$ cat config.mk
export PLATFORM = sky130hd
export DESIGN_NAME = pinbank_ctrl
export DESIGN_NICKNAME = d
export VERILOG_FILES = /design/src/rtl/pinbank_pkg.sv /design/src/rtl/pb_decode.sv /design/src/rtl/pb_sync2.sv /design/src/rtl/pb_bank.sv /design/src/rtl/pinbank_ctrl.sv
export SDC_FILE = /design/constraint.sdc
export NUM_CORES = 1
export LEC_CHECK = 0
export BUFFER_PORTS_ARGS = -buffer_cell sky130_fd_sc_hd__buf_4
export CAP_MARGIN = 10
export CORE_ASPECT_RATIO = 0.8
export CORE_UTILIZATION = 26
export DETAILED_ROUTE_END_ITERATION = 7
export PLACE_DENSITY_LB_ADDON = 0.05
export SKIP_CTS_REPAIR_TIMING = 1
export SYNTH_ARGS = -nofsm -noshare
export SYNTH_HDL_FRONTEND = slang
export SYNTH_SLANG_ARGS = --single-unit
$ cat constraint.sdc
create_clock -name clk -period 2 [get_ports clk]
set_clock_uncertainty 0.05 [all_clocks]
set_input_delay 0.3 -clock clk [delete_from_list [all_inputs] [get_ports clk]]
set_output_delay 0.3 -clock clk [all_outputs]
set_load 0.005 [all_outputs]
$ cat src/rtl/pinbank_pkg.sv
package pinbank_pkg;

    // Register offsets inside one bank (byte addresses)
    localparam int unsigned OFS_OUT_VAL = 32'h00;
    localparam int unsigned OFS_OUT_EN  = 32'h04;
    localparam int unsigned OFS_IN_EN   = 32'h08;
    localparam int unsigned OFS_IN_VAL  = 32'h0C;

    typedef enum logic [1:0] {
        FT_OUT_VAL = 2'd0,
        FT_OUT_EN  = 2'd1,
        FT_IN_EN   = 2'd2,
        FT_IN_VAL  = 2'd3
    } feat_e;

endpackage

$ cat src/rtl/pb_decode.sv
module pb_decode
    import pinbank_pkg::*;
#(
    parameter int ADDR_W     = 8,
    parameter int BANK_SHIFT = 7,
    parameter int NUM_BANKS  = 2,
    localparam int BIDX_W    = ADDR_W - BANK_SHIFT
) (
    input  logic [ADDR_W-1:0] addr,
    output logic              hit,
    output logic [BIDX_W-1:0] bank_idx,
    output feat_e             feat
);

    logic [BANK_SHIFT-1:0] local_ofs;
    logic                  bank_ok;

    always_comb begin
        local_ofs = addr[BANK_SHIFT-1:0];
        bank_idx  = addr[ADDR_W-1:BANK_SHIFT];
        bank_ok   = (32'(bank_idx) < 32'(NUM_BANKS));
        hit       = 1'b0;
        feat      = FT_OUT_VAL;
        if (local_ofs == BANK_SHIFT'(OFS_OUT_VAL)) begin
            hit  = bank_ok;
            feat = FT_OUT_VAL;
        end else if (local_ofs == BANK_SHIFT'(OFS_OUT_EN)) begin
            hit  = bank_ok;
            feat = FT_OUT_EN;
        end else if (local_ofs == BANK_SHIFT'(OFS_IN_EN)) begin
            hit  = bank_ok;
            feat = FT_IN_EN;
        end else if (local_ofs == BANK_SHIFT'(OFS_IN_VAL)) begin
            hit  = bank_ok;
            feat = FT_IN_VAL;
        end
    end

endmodule

$ cat src/rtl/pb_sync2.sv
module pb_sync2 #(
    parameter int W = 32
) (
    input  logic         clk,
    input  logic         rst_n,
    input  logic [W-1:0] async_in,
    output logic [W-1:0] sync_out
);

    typedef struct packed {
        logic [W-1:0] s1;
        logic [W-1:0] s2;
    } sync_t;

    sync_t sync_d, sync_q;

    always_comb begin
        sync_d.s1 = async_in;
        sync_d.s2 = sync_q.s1;
    end

    always_ff @(posedge clk or negedge rst_n) begin
        if (!rst_n) sync_q <= '0;
        else        sync_q <= sync_d;
    end

    assign sync_out = sync_q.s2;

endmodule

$ cat src/rtl/pb_bank.sv
module pb_bank
    import pinbank_pkg::*;
#(
    parameter int LINES  = 16,
    localparam int DW    = 2 * LINES
) (
    input  logic             clk,
    input  logic             rst_n,
    input  logic             wr_go,
    input  feat_e            wr_feat,
    input  logic [DW-1:0]    wdata,
    input  logic [LINES-1:0] sync_in,
    output logic [LINES-1:0] out_val,
    output logic [LINES-1:0] out_en,
    output logic [LINES-1:0] in_en,
    output logic [LINES-1:0] in_val
);

    typedef struct packed {
        logic [LINES-1:0] ov;
        logic [LINES-1:0] oe;
        logic [LINES-1:0] ie;
    } bank_t;

    bank_t bank_d, bank_q;

    // Set mask in the lower half, clear mask in the upper half; clear wins.
    function automatic logic [LINES-1:0] merge(input logic [LINES-1:0] cur,
                                               input logic [DW-1:0]    w);
        return (cur | w[LINES-1:0]) & ~w[DW-1:LINES];
    endfunction

    always_comb begin
        bank_d = bank_q;
        if (wr_go) begin
            unique case (wr_feat)
                FT_OUT_VAL: bank_d.ov = merge(bank_q.ov, wdata);
                FT_OUT_EN:  bank_d.oe = merge(bank_q.oe, wdata);
                FT_IN_EN:   bank_d.ie = merge(bank_q.ie, wdata);
                default:    bank_d    = bank_q;
            endcase
        end
    end

    always_ff @(posedge clk or negedge rst_n) begin
        if (!rst_n) bank_q <= '0;
        else        bank_q <= bank_d;
    end

    assign out_val = bank_q.ov;
    assign out_en  = bank_q.oe;
    assign in_en   = bank_q.ie;
    assign in_val  = sync_in & bank_q.ie;

endmodule

$ cat src/rtl/pinbank_ctrl.sv
module pinbank_ctrl
    import pinbank_pkg::*;
#(
    parameter int ADDR_W         = 8,
    parameter int LINES_PER_BANK = 16,
    parameter int NUM_BANKS      = 2,
    parameter int BANK_SHIFT     = 7,
    localparam int NUM_LINES     = NUM_BANKS * LINES_PER_BANK,
    localparam int DW            = 2 * LINES_PER_BANK
) (
    input  logic                 clk,
    input  logic                 rst_n,
    input  logic [ADDR_W-1:0]    bus_addr,
    input  logic [DW-1:0]        bus_wdata,
    input  logic                 bus_wr,
    input  logic                 bus_rd,
    output logic [DW-1:0]        bus_rdata,
    input  logic [NUM_LINES-1:0] pad_in,
    output logic [NUM_LINES-1:0] pad_out,
    output logic [NUM_LINES-1:0] pad_oe
);

    localparam int BIDX_W = ADDR_W - BANK_SHIFT;
    localparam int L      = LINES_PER_BANK;

    logic              dec_hit;
    logic [BIDX_W-1:0] dec_idx;
    feat_e             dec_feat;
    logic              wr_ok;

    logic [NUM_LINES-1:0] pad_sync;

    logic [NUM_BANKS-1:0][L-1:0] bk_ov;
    logic [NUM_BANKS-1:0][L-1:0] bk_oe;
    logic [NUM_BANKS-1:0][L-1:0] bk_ie;
    logic [NUM_BANKS-1:0][L-1:0] bk_iv;

    typedef struct packed {
        logic [DW-1:0] rdata;
    } top_t;

    top_t top_d, top_q;

    pb_decode #(
        .ADDR_W     (ADDR_W),
        .BANK_SHIFT (BANK_SHIFT),
        .NUM_BANKS  (NUM_BANKS)
    ) u_decode (
        .addr     (bus_addr),
        .hit      (dec_hit),
        .bank_idx (dec_idx),
        .feat     (dec_feat)
    );

    pb_sync2 #(
        .W (NUM_LINES)
    ) u_sync (
        .clk      (clk),
        .rst_n    (rst_n),
        .async_in (pad_in),
        .sync_out (pad_sync)
    );

    assign wr_ok = bus_wr && dec_hit && (dec_feat != FT_IN_VAL);

    for (genvar b = 0; b < NUM_BANKS; b++) begin : g_bank
        logic bank_go;
        assign bank_go = wr_ok && (32'(dec_idx) == b);

        pb_bank #(
            .LINES (L)
        ) u_bank (
            .clk     (clk),
            .rst_n   (rst_n),
            .wr_go   (bank_go),
            .wr_feat (dec_feat),
            .wdata   (bus_wdata),
            .sync_in (pad_sync[b*L +: L]),
            .out_val (bk_ov[b]),
            .out_en  (bk_oe[b]),
            .in_en   (bk_ie[b]),
            .in_val  (bk_iv[b])
        );

        assign pad_oe[b*L +: L]  = bk_oe[b];
        assign pad_out[b*L +: L] = bk_ov[b] & bk_oe[b];
    end

    always_comb begin
        top_d.rdata = '0;
        if (bus_rd && dec_hit) begin
            unique case (dec_feat)
                FT_OUT_VAL: top_d.rdata = {{L{1'b0}}, bk_ov[dec_idx]};
                FT_OUT_EN:  top_d.rdata = {{L{1'b0}}, bk_oe[dec_idx]};
                FT_IN_EN:   top_d.rdata = {{L{1'b0}}, bk_ie[dec_idx]};
                FT_IN_VAL:  top_d.rdata = {{L{1'b0}}, bk_iv[dec_idx]};
                default:    top_d.rdata = '0;
            endcase
        end
    end

    always_ff @(posedge clk or negedge rst_n) begin
        if (!rst_n) top_q <= '0;
        else        top_q <= top_d;
    end

    assign bus_rdata = top_q.rdata;

endmodule

==> impl_metrics.ini <==
[synth]
synth_top_area_share_pct = 62.3
synth.yosys.seq_area_share_pct = 62.3
netlist_instances = 611
synth_seq_cells = 176
avgSynthCellArea_um2 = 11.6
yosysTopAreaCell = dfrtp_1
ys_types = 29
netlist_area_um2 = 7070
synth_area_leaders = dfrtp_1, a21oi_1, mux2i_1, and2_1, a22oi_1
synth_warnings = 0

[sta]
slew_headroom_pct = 24.9
hold_violations = 0
clock.fmax_mhz = 632
post-route-period-util_pct = 79.1
timing.setup.tns_ns = 0
finalSetupViolations = 0
slew_viol_final = 0
rsz0062_at_grt = false
layout_min_cycle_time_ns = 1.58
worst-slew-pin-transition_ns = 1.13
fin_hold_ws_ns = 0.0266

[clocking]
cts_tree = done
clk_path_buf_depth = 2
clk_pin_slew_ns = 0.07
cts.htree.levels = 4
cts_buffers = 17
clkLatencyLatePin_ns = 0.43
cts_sinks = 176
cts_root_buf = clkbuf_16

[global_route]
grt_util_met3_pct = 4.13
met1_usage_pct = 22.1
grt_pass1_vias = 5378
busiest_layer = met2
grt-ovfl-total = 0
grtUsageMet2_pct = 23.4
grt_usage_pct = 15.6
grt_first_pass_wirelength_mm = 32.5
antenna_found_initial = 0
grt_max_degree = 66

[setup_path]
crit_fanout = 4
cp_slowest_cell = dfrtp_1
cp-start-kind = flip-flop
critPathTopFamily = flip-flops
cp_data_required_time_ns = 1.65
path_cells = and2_1 > buf_4
cp-end-kind = output pin
crit_cells = 2
worst-endpoint-arrival_ns = 1.23
path_class = flip-flop to output pin
ff2ff_path_depth = 4
cp_num_buf_inv = 1
cp_slowest_stage_delay_ns = 0.45

[run]
cap_violations = 0

[pwr]
p_leak_nw = 4.54
ir_worst_vdd_v = 0.000565
power.density_nw_per_um2 = 824

[final_layout]
num-nets-final = 884
ff_latch_area_um2 = 4400
utilization_pct = 36.6
multiInputGateArea_um2 = 2440
syn2layout_area_growth_pct = 37.4
postLayoutCellArea_um2 = 9720
drive_gt1_share_pct = 27.2
n_antenna_cell = 0
nFillCells = 2660

[routing]
routed_wl_mm = 21.3
drc = 0
post_drt_via_cell_ratio = 4.63
wire_per_inst_um = 18.1
drt-initial-drc-count = 365
antenna_left = 0
dr.pass1.iters = 5
vias = 5458

[floorplanning]
rows = 53
initial_core_util_pct = 26.7
die_area_um2 = 27900
fp.dieW_um = 186
io-pin-count = 172
die_h_um = 150
fp.coreArea_um2 = 26500

[placement]
placed_area_um2 = 8770
place_congestion = 0.745
dpl.hpwl_mm = 14.4
io_buffers = 155

[min_path]
worstHoldPathCells = 2
hp-class = input port to flip-flop

[run_status]
outcome = finished, final reports clean
## logic make-up (layout without fill, tap and decap cells)
family,Yosys count,after routing,synth area share [%]
buf+inv,51,246,4.28
mux,32,32,4.53
flops,176,176,62.3
simple gates,95,95,9.29
other cells,1,16,0.0530
compound gates,256,256,19.6
## placed cells by master (no fill, tap or decap), drive strengths merged
cell type      n
a21oi        193
a22o           1
a22oi         30
a31oi         15
and2          47
buf          178
bufinv         3
clkbuf        19
clkinv         2
clkinvlp       3
conb          16
dfrtp        176
dlygate4sd3   33
inv            8
mux2i         32
nand2         17
nand2b         1
nor2           2
nor2b         16
nor3           2
nor4           4
nor4b          1
o2111ai        1
o211ai         1
o21ai         15
or3            2
or3b           1
or4b           2
## power by group
| group | leakage, nW | switching (W) | internal, W |
|---|---|---|---|
| sequential | 2.29 | 0.000102 | 0.00372 |
| combinational | 1.95 | 0.000347 | 0.000315 |
| clock | 0.294 | 0.00149 | 0.00203 |
## layout make-up
type | count | share of cell area, %
timing repair buffer | 211 | 18.5
multi-input combinational | 399 | 25.1
clock buffer | 19 | 4.56
clock inverter | 13 | 1.80
tap | 357 | 4.60
sequential | 176 | 45.3
inverter | 3 | 0.116
## flip-flops by register name (all words and copies together) (netlist names)
name                   count
g_bank.u_bank.out_en      32
bus_rdata                 16
u_sync.sync_out           32
u_sync.sync_d             32
g_bank.u_bank.out_val     32
g_bank.u_bank.in_en       32
## Yosys cell counts
cell	instances
buf_2	17
a22o_1	1
conb_1	1
clkbuf_1	6
nor4b_4	1
or3_4	1
a21oi_1	193
nor3_2	2
o211ai_1	1
a22oi_1	30
o2111ai_1	1
nor4_4	4
nor2_2	1
nor2_1	1
mux2i_1	32
or4b_4	2
dfrtp_1	176
inv_1	3
a31oi_1	15
o21ai_0	6
buf_1	1
nand2b_1	1
buf_4	24
nand2_1	17
or3b_2	1
or3_1	1
o21ai_1	9
nor2b_1	16
and2_1	47
## per-stage QoR
stage               total power [W]  instances  setup slack [ns]
floorplan                   0.00410        626             0.336
global placement            0.00450       1113            0.0329
detailed placement          0.00451       1113           -0.0250
CTS                         0.00808       1145             0.399
global route                0.00833       1178             0.324
finish                      0.00800       1178             0.418
## path summary, 6_finish.rpt
check | slack [ns] | startpoint | end
worst max-delay path | 0.42 | g_bank[1].u_bank.out_en[5] | pad_out[21]
worst min-delay path | 0.03 | bus_wdata[17] | g_bank[0].u_bank.out_en[1]
worst max register to register | 0.95 | g_bank[1].u_bank.out_en[5] | bus_rdata[5]
worst min register to register | 0.30 | u_sync.sync_d[23] | u_sync.sync_out[23]
max in group asynchronous | 0.95 | rst_n | bus_rdata[14]
min in group asynchronous | 0.32 | rst_n | g_bank[1].u_bank.out_val[2]
## worst reg2reg max path, delay by kind of cell (launching register included)
kind,cells,cell delay [ns]
multiplexers,1,0.11
AND/OR/NAND/NOR,1,0.07
flip-flops,1,0.46
AO/OA/AOI/OAI,2,0.29
## layer usage
metal	part of all wire [%]	routed length (µm)
met1	49	10400
met2	44	9340
met3	6.1	1290
met4	1.0	221
met5	0	0
No activity file was read; power rests on OpenSTA's default activity.
